File: config.mk
export PLATFORM = sky130hd
export DESIGN_NAME = tagged_result_fifo
export DESIGN_NICKNAME = d
export VERILOG_FILES = /design/src/rtl/tfifo_pkg.sv /design/src/rtl/tfifo_ptr_ctrl.sv /design/src/rtl/tfifo_store.sv /design/src/rtl/tfifo_flags.sv /design/src/rtl/tagged_result_fifo.sv
export SDC_FILE = /design/constraint.sdc
export NUM_CORES = 1
export LEC_CHECK = 0
export BUFFER_PORTS_ARGS = -buffer_cell sky130_fd_sc_hd__buf_2
export CAP_MARGIN = 20
export CELL_PAD_IN_SITES_DETAIL_PLACEMENT = 1
export CELL_PAD_IN_SITES_GLOBAL_PLACEMENT = 1
export CORE_ASPECT_RATIO = 0.7
export CORE_MARGIN = 2
export CORE_UTILIZATION = 25
export DETAILED_ROUTE_END_ITERATION = 12
export PLACE_DENSITY = 0.49
export SLEW_MARGIN = 10
export SYNTH_ARGS = -nofsm -noshare
export SYNTH_HDL_FRONTEND = slang
export SYNTH_HIERARCHICAL = 1
export SYNTH_SLANG_ARGS = --single-unit
File: constraint.sdc
create_clock -name clk -period 5.6 [get_ports clk]
set_input_delay 0 -clock clk [delete_from_list [all_inputs] [get_ports clk]]
set_output_delay 0 -clock clk [all_outputs]
set_load 0.01 [all_outputs]
File: src/rtl/tfifo_pkg.sv
package tfifo_pkg;
   localparam int TAG_W = 4;

   typedef enum logic [TAG_W-1:0] {
      TAG_DIE   = 4'd0,
      TAG_RD1   = 4'd1,
      TAG_RD2   = 4'd2,
      TAG_AMP1  = 4'd3,
      TAG_AMP2  = 4'd4,
      TAG_AUX1  = 4'd5,
      TAG_AUX2  = 4'd6,
      TAG_EMPTY = 4'hF
   } tag_e;
endpackage

File: src/rtl/tfifo_ptr_ctrl.sv
module tfifo_ptr_ctrl #(
   parameter int DEPTH = 15,
   localparam int PW = (DEPTH > 1) ? $clog2(DEPTH) : 1,
   localparam int CW = $clog2(DEPTH + 1)
) (
   input  logic          clk,
   input  logic          rst_n,
   input  logic          flush,
   input  logic          wr_en,
   input  logic          rd_en,
   output logic [PW-1:0] head,
   output logic [PW-1:0] tail,
   output logic [CW-1:0] level,
   output logic          do_write,
   output logic          do_pop,
   output logic          drop_evt,
   output logic          udf_evt
);
   localparam bit POW2 = (DEPTH == (1 << PW));

   logic          empty, full, head_adv;
   logic [PW-1:0] head_inc, tail_inc;

   generate
      if (POW2) begin : g_wrap_free
         assign head_inc = head + 1'b1;
         assign tail_inc = tail + 1'b1;
      end else begin : g_wrap_cmp
         assign head_inc = (head == PW'(DEPTH - 1)) ? '0 : head + 1'b1;
         assign tail_inc = (tail == PW'(DEPTH - 1)) ? '0 : tail + 1'b1;
      end
   endgenerate

   always_comb begin
      empty    = (level == '0);
      full     = (level == CW'(DEPTH));
      do_write = wr_en & ~flush;
      do_pop   = rd_en & ~empty & ~flush;
      udf_evt  = rd_en & empty & ~flush;
      drop_evt = do_write & full & ~rd_en;
      head_adv = do_pop | drop_evt;
   end

   always_ff @(posedge clk or negedge rst_n) begin
      if (!rst_n) begin
         head  <= '0;
         tail  <= '0;
         level <= '0;
      end else if (flush) begin
         head  <= '0;
         tail  <= '0;
         level <= '0;
      end else begin
         if (head_adv) head <= head_inc;
         if (do_write) tail <= tail_inc;
         if (do_write && !do_pop && !drop_evt) level <= level + 1'b1;
         else if (do_pop && !do_write)         level <= level - 1'b1;
      end
   end
endmodule

File: src/rtl/tfifo_store.sv
module tfifo_store #(
   parameter int DEPTH  = 15,
   parameter int WORD_W = 16,
   localparam int PW = (DEPTH > 1) ? $clog2(DEPTH) : 1
) (
   input  logic              clk,
   input  logic              we,
   input  logic [PW-1:0]     waddr,
   input  logic [WORD_W-1:0] wdata,
   input  logic [PW-1:0]     raddr,
   output logic [WORD_W-1:0] rdata
);
   logic [WORD_W-1:0] mem [DEPTH];

   always_ff @(posedge clk) begin
      if (we) mem[waddr] <= wdata;
   end

   assign rdata = mem[raddr];
endmodule

File: src/rtl/tfifo_flags.sv
module tfifo_flags (
   input  logic clk,
   input  logic rst_n,
   input  logic flush,
   input  logic clr,
   input  logic ovf_evt,
   input  logic udf_evt,
   output logic ovf,
   output logic udf
);
   always_ff @(posedge clk or negedge rst_n) begin
      if (!rst_n) begin
         ovf <= 1'b0;
         udf <= 1'b0;
      end else if (flush) begin
         ovf <= 1'b0;
         udf <= 1'b0;
      end else begin
         ovf <= (ovf & ~clr) | ovf_evt;
         udf <= (udf & ~clr) | udf_evt;
      end
   end
endmodule

File: src/rtl/tagged_result_fifo.sv
module tagged_result_fifo
   import tfifo_pkg::*;
#(
   parameter int DEPTH  = 15,
   parameter int DATA_W = 12,
   parameter int CH_W   = 3,
   localparam int WORD_W = TAG_W + DATA_W,
   localparam int CW     = $clog2(DEPTH + 1)
) (
   input  logic              clk,
   input  logic              rst_n,
   input  logic              flush,
   input  logic              wr_en,
   input  logic [CH_W-1:0]   wr_chan,
   input  logic [DATA_W-1:0] wr_data,
   input  logic              rd_en,
   input  logic              flag_clr,
   output logic [WORD_W-1:0] rd_word,
   output logic [CW-1:0]     level,
   output logic              ovf_flag,
   output logic              udf_flag
);
   localparam int PW = (DEPTH > 1) ? $clog2(DEPTH) : 1;

   if (DEPTH < 2)     $error("tagged_result_fifo: DEPTH must be at least 2");
   if (CH_W > TAG_W)  $error("tagged_result_fifo: channel code wider than tag");
   if (DATA_W < 1)    $error("tagged_result_fifo: DATA_W must be positive");

   logic [PW-1:0]     head, tail;
   logic              do_write, do_pop, drop_evt, udf_evt;
   logic [WORD_W-1:0] wr_word, head_word;

   assign wr_word = {TAG_W'(wr_chan), wr_data};

   tfifo_ptr_ctrl #(.DEPTH(DEPTH)) u_ptr (
      .clk      (clk),
      .rst_n    (rst_n),
      .flush    (flush),
      .wr_en    (wr_en),
      .rd_en    (rd_en),
      .head     (head),
      .tail     (tail),
      .level    (level),
      .do_write (do_write),
      .do_pop   (do_pop),
      .drop_evt (drop_evt),
      .udf_evt  (udf_evt)
   );

   tfifo_store #(.DEPTH(DEPTH), .WORD_W(WORD_W)) u_store (
      .clk   (clk),
      .we    (do_write),
      .waddr (tail),
      .wdata (wr_word),
      .raddr (head),
      .rdata (head_word)
   );

   tfifo_flags u_flags (
      .clk     (clk),
      .rst_n   (rst_n),
      .flush   (flush),
      .clr     (flag_clr),
      .ovf_evt (drop_evt),
      .udf_evt (udf_evt),
      .ovf     (ovf_flag),
      .udf     (udf_flag)
   );

   always_ff @(posedge clk or negedge rst_n) begin
      if (!rst_n)       rd_word <= '0;
      else if (do_pop)  rd_word <= head_word;
      else if (udf_evt) rd_word <= {TAG_EMPTY, {DATA_W{1'b0}}};
   end
endmodule

==> results of run 1 <==
==> cells by family (layout without fill, tap and decap cells) <==
logic type,count (synthesis),after routing,synth area share
DFF,270,270,0.732
other,1,15,0.000345
and+or+nand+nor,94,94,0.0428
adders and majority gates,7,7,0.00875
AOI/OAI and AO/OA,82,82,0.0594
buffers and inverters,40,148,0.0231
xor gates and xnor gates,1,1,0.000806
muxes,79,79,0.132
==> layer usage <==
metal / track usage / part of all wire / vias up
met1: 0.175 / 0.46 / 3022
met4: 0.0214 / 0.014 / 0
li1: - / - / 2527
met5: 0 / 0 / -
met3: 0.0219 / 0.051 / 33
met2: 0.209 / 0.48 / 76
==> stage by stage <==
step	cell area [um2]	total power, mW	hold WS, ns	std cells
floorplan	10900	3.07	-0.296	588
global placement	11900	3.36	0.199	1206
detailed placement	11900	3.38	0.214	1206
CTS	12900	5.18	0.155	1281
global route	12900	5.33	0.218	1281
finish	12900	5.08	0.137	1281
==> where the power goes <==
group | switching, mW | leakage [nW] | total (mW) | internal, mW
clock | 0.772 | 0.425 | 1.76 | 0.990
combinational | 0.453 | 1.39 | 0.893 | 0.440
sequential | 0.147 | 2.55 | 2.43 | 2.28
==> worst paths after layout <==
check / start / to / slack (ns)
max in group asynchronous: rst_n / u_ptr/head[0] / 4.78
min: rst_n / u_ptr/level[2] / 0.14
max reg2reg: u_ptr/head[0] / rd_word[11] / 2.60
min reg2reg: rd_word[10] / rd_word[10] / 0.50
max: u_ptr/head[0] / rd_word[11] / 2.60
min in group clk: flag_clr / u_flags/udf / 0.26
==> Yosys cell counts (2+ instances only) <==
| library cell | instances | area share |
|---|---|---|
| a21oi_1 | 10 | 0.0046 |
| a221o_1 | 13 | 0.012 |
| a22o_1 | 25 | 0.020 |
| a31o_2 | 2 | 0.0016 |
| a31oi_1 | 2 | 0.0012 |
| and3_1 | 2 | 0.0012 |
| buf_12 | 2 | 0.0037 |
| buf_2 | 9 | 0.0041 |
| buf_6 | 4 | 0.0041 |
| buf_8 | 2 | 0.0028 |
| clkbuf_1 | 10 | 0.0035 |
| dfrtp_1 | 30 | 0.069 |
| edfxtp_1 | 240 | 0.66 |
| ha_1 | 6 | 0.0069 |
| inv_1 | 11 | 0.0038 |
| mux2i_1 | 31 | 0.029 |
| mux4_1 | 12 | 0.029 |
| mux4_2 | 36 | 0.075 |
| nand2_1 | 28 | 0.0097 |
| nand2b_1 | 7 | 0.0040 |
| nand3_1 | 8 | 0.0037 |
| nand3b_1 | 5 | 0.0035 |
| nor2_1 | 20 | 0.0069 |
| nor2b_1 | 5 | 0.0029 |
| nor3_1 | 8 | 0.0037 |
| o21ai_0 | 22 | 0.010 |
==> layout by cell type, fill, tap and decap left out, types with 8 or more instances in the layout <==
master         netlist  final
mux2i_1             31     31
edfxtp_1           240    240
a22o_1              25     25
inv_1               11     11
clkinv_1             0      9
a21oi_1             10     10
clkbuf_16            0     29
mux4_1              12     12
o21ai_0             22     22
nor2_2               1     12
conb_1               1     15
nand3_1              8      8
mux4_2              36     36
nand2_1             28     28
buf_2                9     42
a221o_1             13     13
dfrtp_1             30     28
dlygate4sd3_1        0     22
nor2_1              20      9
buf_4                1     20
==> area by class of cell <==
class	instances	area, um2
Fill cell	4354	29700
Multi-Input combinational cell	278	2760
Timing Repair Buffer	84	581
Clock inverter	21	131
Sequential cell	270	7960
Tap cell	585	732
Inverter	11	41.3
Clock buffer	32	737
==> sequential cells by signal, summed over array words and instances (netlist names) <==
register and count:
u_store/mem 240, rd_word 16, u_ptr/head 4, u_ptr/level 4, u_ptr/tail 4, u_flags/ovf 1, u_flags/udf 1
==> critical path, cell delays in order (launching register included) <==
cell and delay, ns:
dfrtp_4 1.08, buf_4 0.48, mux4_1 0.60, a22o_1 0.21, a221o_1 0.27, a22o_1 0.23
==> impl_results.md, run 1 <==
* Initial antenna violation count at 1
* Ys Warns at 6
* Area Overhead vs Synth at 19.2%
* CP endpoint kind: flop
* Grt ovf at 0
* Relative slew slack at 0.311
* # rows at 63
* Top-Level Pins at 43
* Cts hold-fix bufs at 22
* Min-Delay Path Class: in -> async
* Diode count at 0
* EDFF count, synth at 240
* First-pass GRT wire length at roughly 41 mm
* Hpwl dp at approximately 16 mm
* Clock buffer depth at 3
* Initial core utilization at 0.255
* CP Class: reg -> reg
* Number of global-route vias before repair at 6193
* Worst VDD drop at about 0.23 mV
* Drt drc at 0
* Final worst slack at between 2 and 3 ns
* GP Congestion at ~0.72
* Via count at 5658
* Wire per inst at around 22 um
* #FFs+latches synth at 270
* Clock tree from TritonCTS: done
* Max frequency at 334 MHz
* Fin crit period at around 3.0 ns
* Status: complete, no violations
* Slew @ Worst Pin at approximately 1.0 ns
* Seq/Total Area, Yosys at 0.732
* Cts repair resizes at 0
* Unrepaired setup endpoints after global routing: no
* Largest net degree at the start of global routing at between 50 and 60
* Final Max Tran Viols at 0
* Max-cap violation count at 0
* DR vias/cell at approximately 4.4
* CP Data Arrival Time at roughly 3.4 ns
* Post-CTS setup buffer count at 0
* Syn Inst Count at 574
* Fin crit share at 0.535
* Die Y at 178 um
* H-tree levels at 1
* Share of layout cells above drive strength 1 at 0.237
* Num CTS Buffers at 29
* Leak at around 4.4 nW
* Die area at 0.0452 mm2
* Final setup fails at 0
* Pre-CTS setup slack at roughly 2.5 ns
* Synth Cell Area at ~0.011 mm2
* WP data required at around 6.0 ns
* Final Util at 0.304
* Final wirelength at approximately 28 mm
* Post-Route Skew at a little over 0.01 ns
* Final hold violations at 0
* Setup TNS at 0 ns
* Maximum fanout along the worst path at 52
* Reg2reg path depth at 5
* PwrDens at just under 400 mW/mm2
* Buffers added on ports at 42
* Clk sink count at 270
* Tot GR Track Use at 0.126
* 1st-iter DRT viols at between 300 and 400
* Main synth FF type: edfxtp_1
* Startpoint types: flop
* Clk_lat worst skew at around 0.54 ns
* CORE AREA at around 0.043 mm2
* DIE WIDTH at roughly 250 um
* Worst-path clk slew at roughly 0.06 ns
* Asr flop ratio synth at 0.111
* Antenna Violating Nets Remaining at 0
* CTS root buffer: clkbuf_16
* Synth unique cells at 50
* Synth Area per Inst at 18.9 um2
* Final net count at between 700 and 800
* First-pass iteration count of the detailed router at 4
Power figures use the tool's default switching activity.
==> inputs of run 2 (changes only) <==
Settings changed: PLACE_DENSITY 0.49 to 0.5.
Clock period 5.6 ns to 2.55 ns, I/O delays scaled along.
==> impl_results.md, run 2 (synthesized netlist as in run 1, its figures left out) <==
* Status: complete, no violations
* Number of global-route vias before repair at 6268 (+1.2%)
* Hpwl dp at 16.7 mm (+3.6%)
* Worst-path clk slew at 0.06 ns (about the same)
* Via count at 5816 (+2.8%)
* Post-CTS setup buffer count at 0 (unchanged)
* Die Y at 178 um (unchanged)
* Placed Instance Area at 0.0120 mm2 (+1.6%)
* Post-route cell area at 0.0132 mm2 (+1.9%)
* Final setup fails at 0 (unchanged)
* Cell Count Post-Placement at 1219 (+1.1%)
* Top Registers: u_store/mem x240, rd_word x16
* Unrepaired setup endpoints after global routing: no
* Clock tree from TritonCTS: done
* Clk_lat worst skew at 0.55 ns (about the same)
* Buffers added on ports at 42 (unchanged)
* Relative slew slack at 0.377 (+0.0656)
* Grt ovf at 0 (unchanged)
* Antenna Violating Nets Remaining at 0 (unchanged)
* 1st-iter DRT viols at 376 (+16%)
* Worst hold slack at 0.140 ns (+0.00332 ns)
* Startpoint types: flop
* Final Util at 0.309 (+0.00590)
* Max reg flops at 240 (unchanged)
* Num CTS Buffers at 28 (-3.4%)
* Post-Route Skew at 0.00455 ns (-0.00565 ns)
* Commonest non-fill, non-tap cell in the layout: edfxtp_1
* Final wirelength at 28.0 mm (+0.45%)
* Clock buffer depth at 3 (unchanged)
* Leak at 4.48 nW (+2.7%)
* WP data required at 3.00 ns (-3.03 ns)
* CP endpoint kind: flop
* Drt drc at 0 (unchanged)
* Cts repair resizes at 0 (unchanged)
* CP Data Arrival Time at 2.76 ns (-0.67 ns)
* Largest net degree at the start of global routing at 51 (-3.8%)
* Area Overhead vs Synth at 21.5%
* # rows at 63 (unchanged)
* Initial antenna violation count at 2 (+1)
* Initial core utilization at 0.255 (unchanged)
* Final Max Tran Viols at 0 (unchanged)
* Final std cells w/o fill at 1292 (+0.86%)
* Tot GR Track Use at 0.127 (+0.000958)
* Largest reg by FF count: u_store/mem
* DR vias/cell at 4.50 (+1.9%)
* GP Congestion at 0.738 (+1.8%)
* Wire per inst at 21.7 um (-0.40%)
* Final hold violations at 0 (unchanged)
* Top-Level Pins at 43 (unchanged)
* Worst VDD drop at 0.563 mV (+150%)
* PwrDens at 875 mW/mm2 (+120%)
* Max-cap violation count at 0 (unchanged)
* Max frequency at 432 MHz (+30%)
* Fin crit period at 2.31 ns (-0.685 ns)
* Clk sink count at 270 (unchanged)
* DIE WIDTH at 253 um (unchanged)
* Min-Delay Path Class: in -> async
* Setup TNS at 0 ns (unchanged)
* Final net count at 713 (+1.6%)
* CORE AREA at 0.0426 mm2 (unchanged)
* First-pass GRT wire length at 41.6 mm (+0.72%)
* Most frequent cells in the layout: edfxtp_1 (240), buf_2 (42), mux4_2 (36), mux2i_1 (31), clkbuf_16 (29)
* Fin crit share at 0.907 (+0.372)
* First-pass iteration count of the detailed router at 6 (+2)
* Share of layout cells above drive strength 1 at 0.250 (+0.0133)
* Diode count at 0 (unchanged)
* CTS root buffer: clkbuf_16
* CP Class: reg -> reg
* H-tree levels at 1 (unchanged)
* Slew @ Worst Pin at 0.935 ns (-0.0974 ns)
* Die area at 0.0452 mm2 (unchanged)
* Maximum fanout along the worst path at 10 (-81%)
[run 2: cell types whose count changed in the layout (fill, tap and decap cells not counted), sizes merged]
cell / previous run / this run
buf: 62 / 75
bufinv: 1 / 4
clkinv: 18 / 15
clkbuf: 32 / 31
dlygate4sd3: 22 / 21
[run 2: per-layer routing]
layer / vias to the layer above / wire (um) / track usage
met3: 42 / 1910 / 0.0225
met2: 131 / 13200 / 0.210
li1: 2556 / - / -
met5: - / 0 / 0
met4: 0 / 515 / 0.0303
met1: 3087 / 12300 / 0.173
[run 2: power by group]
part	total (mW)	switching, mW	internal, mW
Clock	4.15	1.68	2.46
Sequential	5.23	0.228	5.01
Combinational	2.16	1.11	1.05
Total	11.5	3.02	8.52
[run 2: cell type report]
cell class | count | area [um2]
clock buffer | 31 | 733
clock inverter | 21 | 204
fill | 4329 | 29400
inverter | 11 | 41.3
multi-input combinational | 278 | 2760
sequential | 270 | 7960
tap | 585 | 732
timing repair buffer | 96 | 768
[run 2: repair_timing]
action | CTS | global route
hold buffers | 21 | 0
endpoints found under the hold margin | 267 | 0
endpoints found under the setup margin | 0 | 0
[run 2: path summary, 6_finish.rpt]
path                       cells after the start  slack [ns]            from        endpoint
min                                            2        0.14           rst_n  u_ptr/level[2]
max reg2reg                                    7        0.24  u_ptr/level[0]  u_ptr/level[3]
max                                            7        0.24  u_ptr/level[0]  u_ptr/level[3]
max in group asynchronous                      2        1.74           rst_n   u_ptr/head[0]
min in group clk                               4        0.30        flag_clr     u_flags/udf
min reg2reg                                    1        0.51      rd_word[3]      rd_word[3]
[run 2: metrics by stage]
step	setup slack (ns)	power (mW)
after floorplan	0.195	6.75
after global placement	0.334	7.45
after detailed placement	0.229	7.52
after CTS	0.209	11.7
after global routing	0.0672	12.1
final	0.238	11.5
[run 2: worst max-delay path, stage by stage, from the launching register on]
cell	delay (ns)
dfrtp_1	0.50
o41ai_4	0.38
nand3_1	0.19
ha_1	0.38
a21oi_1	0.21
nand2_1	0.15
mux2i_1	0.15
nor4_1	0.26
==> inputs of run 3 (changes only) <==
Settings changed: RECOVER_POWER set to 25.
==> impl_results.md, run 3 (synthesized netlist as in run 1, its figures left out) <==
* Max-cap violation count at 0 (unchanged)
* Die area at 0.0452 mm2 (unchanged)
* Startpoint types: flop
* CP Data Arrival Time at 2.76 ns (about the same)
* Critical path's largest stage delay at 0.50 ns (about the same)
* Number of global-route vias before repair at 6268 (unchanged)
* Share of layout cells above drive strength 1 at 0.233 (-0.0170)
* H-tree levels at 1 (unchanged)
* # rows at 63 (unchanged)
* First-pass GRT wire length at 41.6 mm (unchanged)
* WP buf/inv at 0 (unchanged)
* Wire per inst at 21.6 um (-0.10%)
* Grt ovf at 0 (unchanged)
* Clock buffer depth at 3 (unchanged)
* Antenna Violating Nets Remaining at 0 (unchanged)
* Clk sink count at 270 (unchanged)
* Slew @ Worst Pin at 0.936 ns (+0.000530 ns)
* Leak at 4.45 nW (-0.74%)
* Relative slew slack at 0.376 (about the same)
* Top Registers: u_store/mem x240, rd_word x16
* Buffers added on ports at 42 (unchanged)
* Final Max Tran Viols at 0 (unchanged)
* CP top delay family: simple AND/OR/NAND/NOR gates
* Final std cells w/o fill at 1292 (unchanged)
* WP data required at 3.00 ns (about the same)
* Pre-CTS setup slack at 0.229 ns (unchanged)
* Setup TNS at 0 ns (unchanged)
* Min-Delay Path Class: in -> async
* Maximum fanout along the worst path at 10 (unchanged)
* Final hold violations at 0 (unchanged)
* Cts repair resizes at 0 (unchanged)
* Num CTS Buffers at 28 (unchanged)
* Register area at 0.00796 mm2 (unchanged)
* Clk_lat worst skew at 0.55 ns (about the same)
* CP endpoint kind: flop
* Total power at 11.5 mW (about the same)
* Final wirelength at 27.9 mm (-0.10%)
* Final net count at 713 (unchanged)
* Initial core utilization at 0.255 (unchanged)
* Placed Instance Area at 0.0120 mm2 (unchanged)
* DIE WIDTH at 253 um (unchanged)
* Die Y at 178 um (unchanged)
* Fin crit share at 0.907 (about the same)
* Worst hold slack at 0.140 ns (+0.000208 ns)
* Clock tree from TritonCTS: done
* Max reg flops at 240 (unchanged)
* Unrepaired setup endpoints after global routing: no
* Worst VDD drop at 0.561 mV (-0.32%)
* Via count at 5833 (+0.29%)
* Largest net degree at the start of global routing at 51 (unchanged)
* Top-Level Pins at 43 (unchanged)
* Tot GR Track Use at 0.127 (unchanged)
* Max frequency at 432 MHz (about the same)
* Commonest non-fill, non-tap cell in the layout: edfxtp_1
* Worst-path clk slew at 0.06 ns (about the same)
* Initial antenna violation count at 2 (unchanged)
* CORE AREA at 0.0426 mm2 (unchanged)
* CP Class: reg -> reg
* Hpwl dp at 16.7 mm (unchanged)
* Fin crit period at 2.31 ns (+0.00146 ns)
* Area of the multi-input gates at 0.00276 mm2 (unchanged)
* CP max stage cell: dfrtp_1
* Final setup fails at 0 (unchanged)
* CTS root buffer: clkbuf_16
* Cells along the critical path: o41ai_4, nand3_1, ha_1, a21oi_1, nand2_1, mux2i_1, nor4_1
* Cell Count Post-Placement at 1219 (unchanged)
* Post-route cell area at 0.0132 mm2 (-0.11%)
* Largest reg by FF count: u_store/mem
* Cts hold-fix bufs at 21 (unchanged)
* Post-CTS setup buffer count at 0 (unchanged)
* First-pass iteration count of the detailed router at 4 (-2)
* 1st-iter DRT viols at 337 (-10%)
* Status: complete, no violations
* PwrDens at 875 mW/mm2 (+0.10%)
* Diode count at 0 (unchanged)
* Area Overhead vs Synth at 21.3%
* Most frequent cells in the layout: edfxtp_1 (240), mux4_2 (36), mux2i_1 (31), buf_2 (30), clkbuf_16 (29)
* DR vias/cell at 4.51 (+0.29%)
* Final worst slack at 0.236 ns (-0.00146 ns)
* Fillers at 4326 (-0.069%)
* GP Congestion at 0.738 (unchanged)
* Drt drc at 0 (unchanged)
* Final Util at 0.309 (-0.000352)
* Post-Route Skew at 0.00515 ns (+0.000603 ns)
-- run 3: cell count changes in the layout (fill, tap and decap cells not counted), sizes merged --
cell | previous run | this run
clkbuf | 31 | 43
buf | 75 | 63
-- run 3: report_power, final --
part / total (mW) / leakage (nW) / switching, mW / internal [mW]
clock network: 4.14 / 0.457 / 1.68 / 2.46
registers: 5.24 / 2.55 / 0.229 / 5.01
logic: 2.16 / 1.44 / 1.12 / 1.04
total: 11.5 / 4.45 / 3.02 / 8.51
-- run 3: worst paths after layout --
| path | from | cells past startpoint | slack (ns) | end |
|---|---|---|---|---|
| hold / removal | rst_n | 2 | 0.14 | u_ptr/level[2] |
| max in group asynchronous | rst_n | 2 | 1.73 | u_ptr/head[0] |
| setup reg to reg | u_ptr/level[0] | 7 | 0.24 | u_ptr/level[3] |
| min in group clk | flag_clr | 4 | 0.30 | u_flags/udf |
| hold reg to reg | rd_word[3] | 1 | 0.52 | rd_word[3] |
| setup / recovery | u_ptr/level[0] | 7 | 0.24 | u_ptr/level[3] |
-- run 3: layout make-up --
type | instances | area share
Clock buffer | 31 | 0.0556
Tap cell | 585 | 0.0555
Sequential cell | 270 | 0.604
Inverter | 11 | 0.00313
Clock inverter | 21 | 0.0155
Multi-Input combinational cell | 278 | 0.209
Timing Repair Buffer | 96 | 0.0571
-- run 3: per-layer routing --
layer / vias up / share of wire / wire (um) / GRT usage
met5: - / 0 / 0 / 0
met4: 0 / 0.019 / 517 / 0.0303
li1: 2552 / - / - / -
met2: 137 / 0.47 / 13300 / 0.210
met1: 3102 / 0.45 / 12600 / 0.173
met3: 42 / 0.057 / 1580 / 0.0225
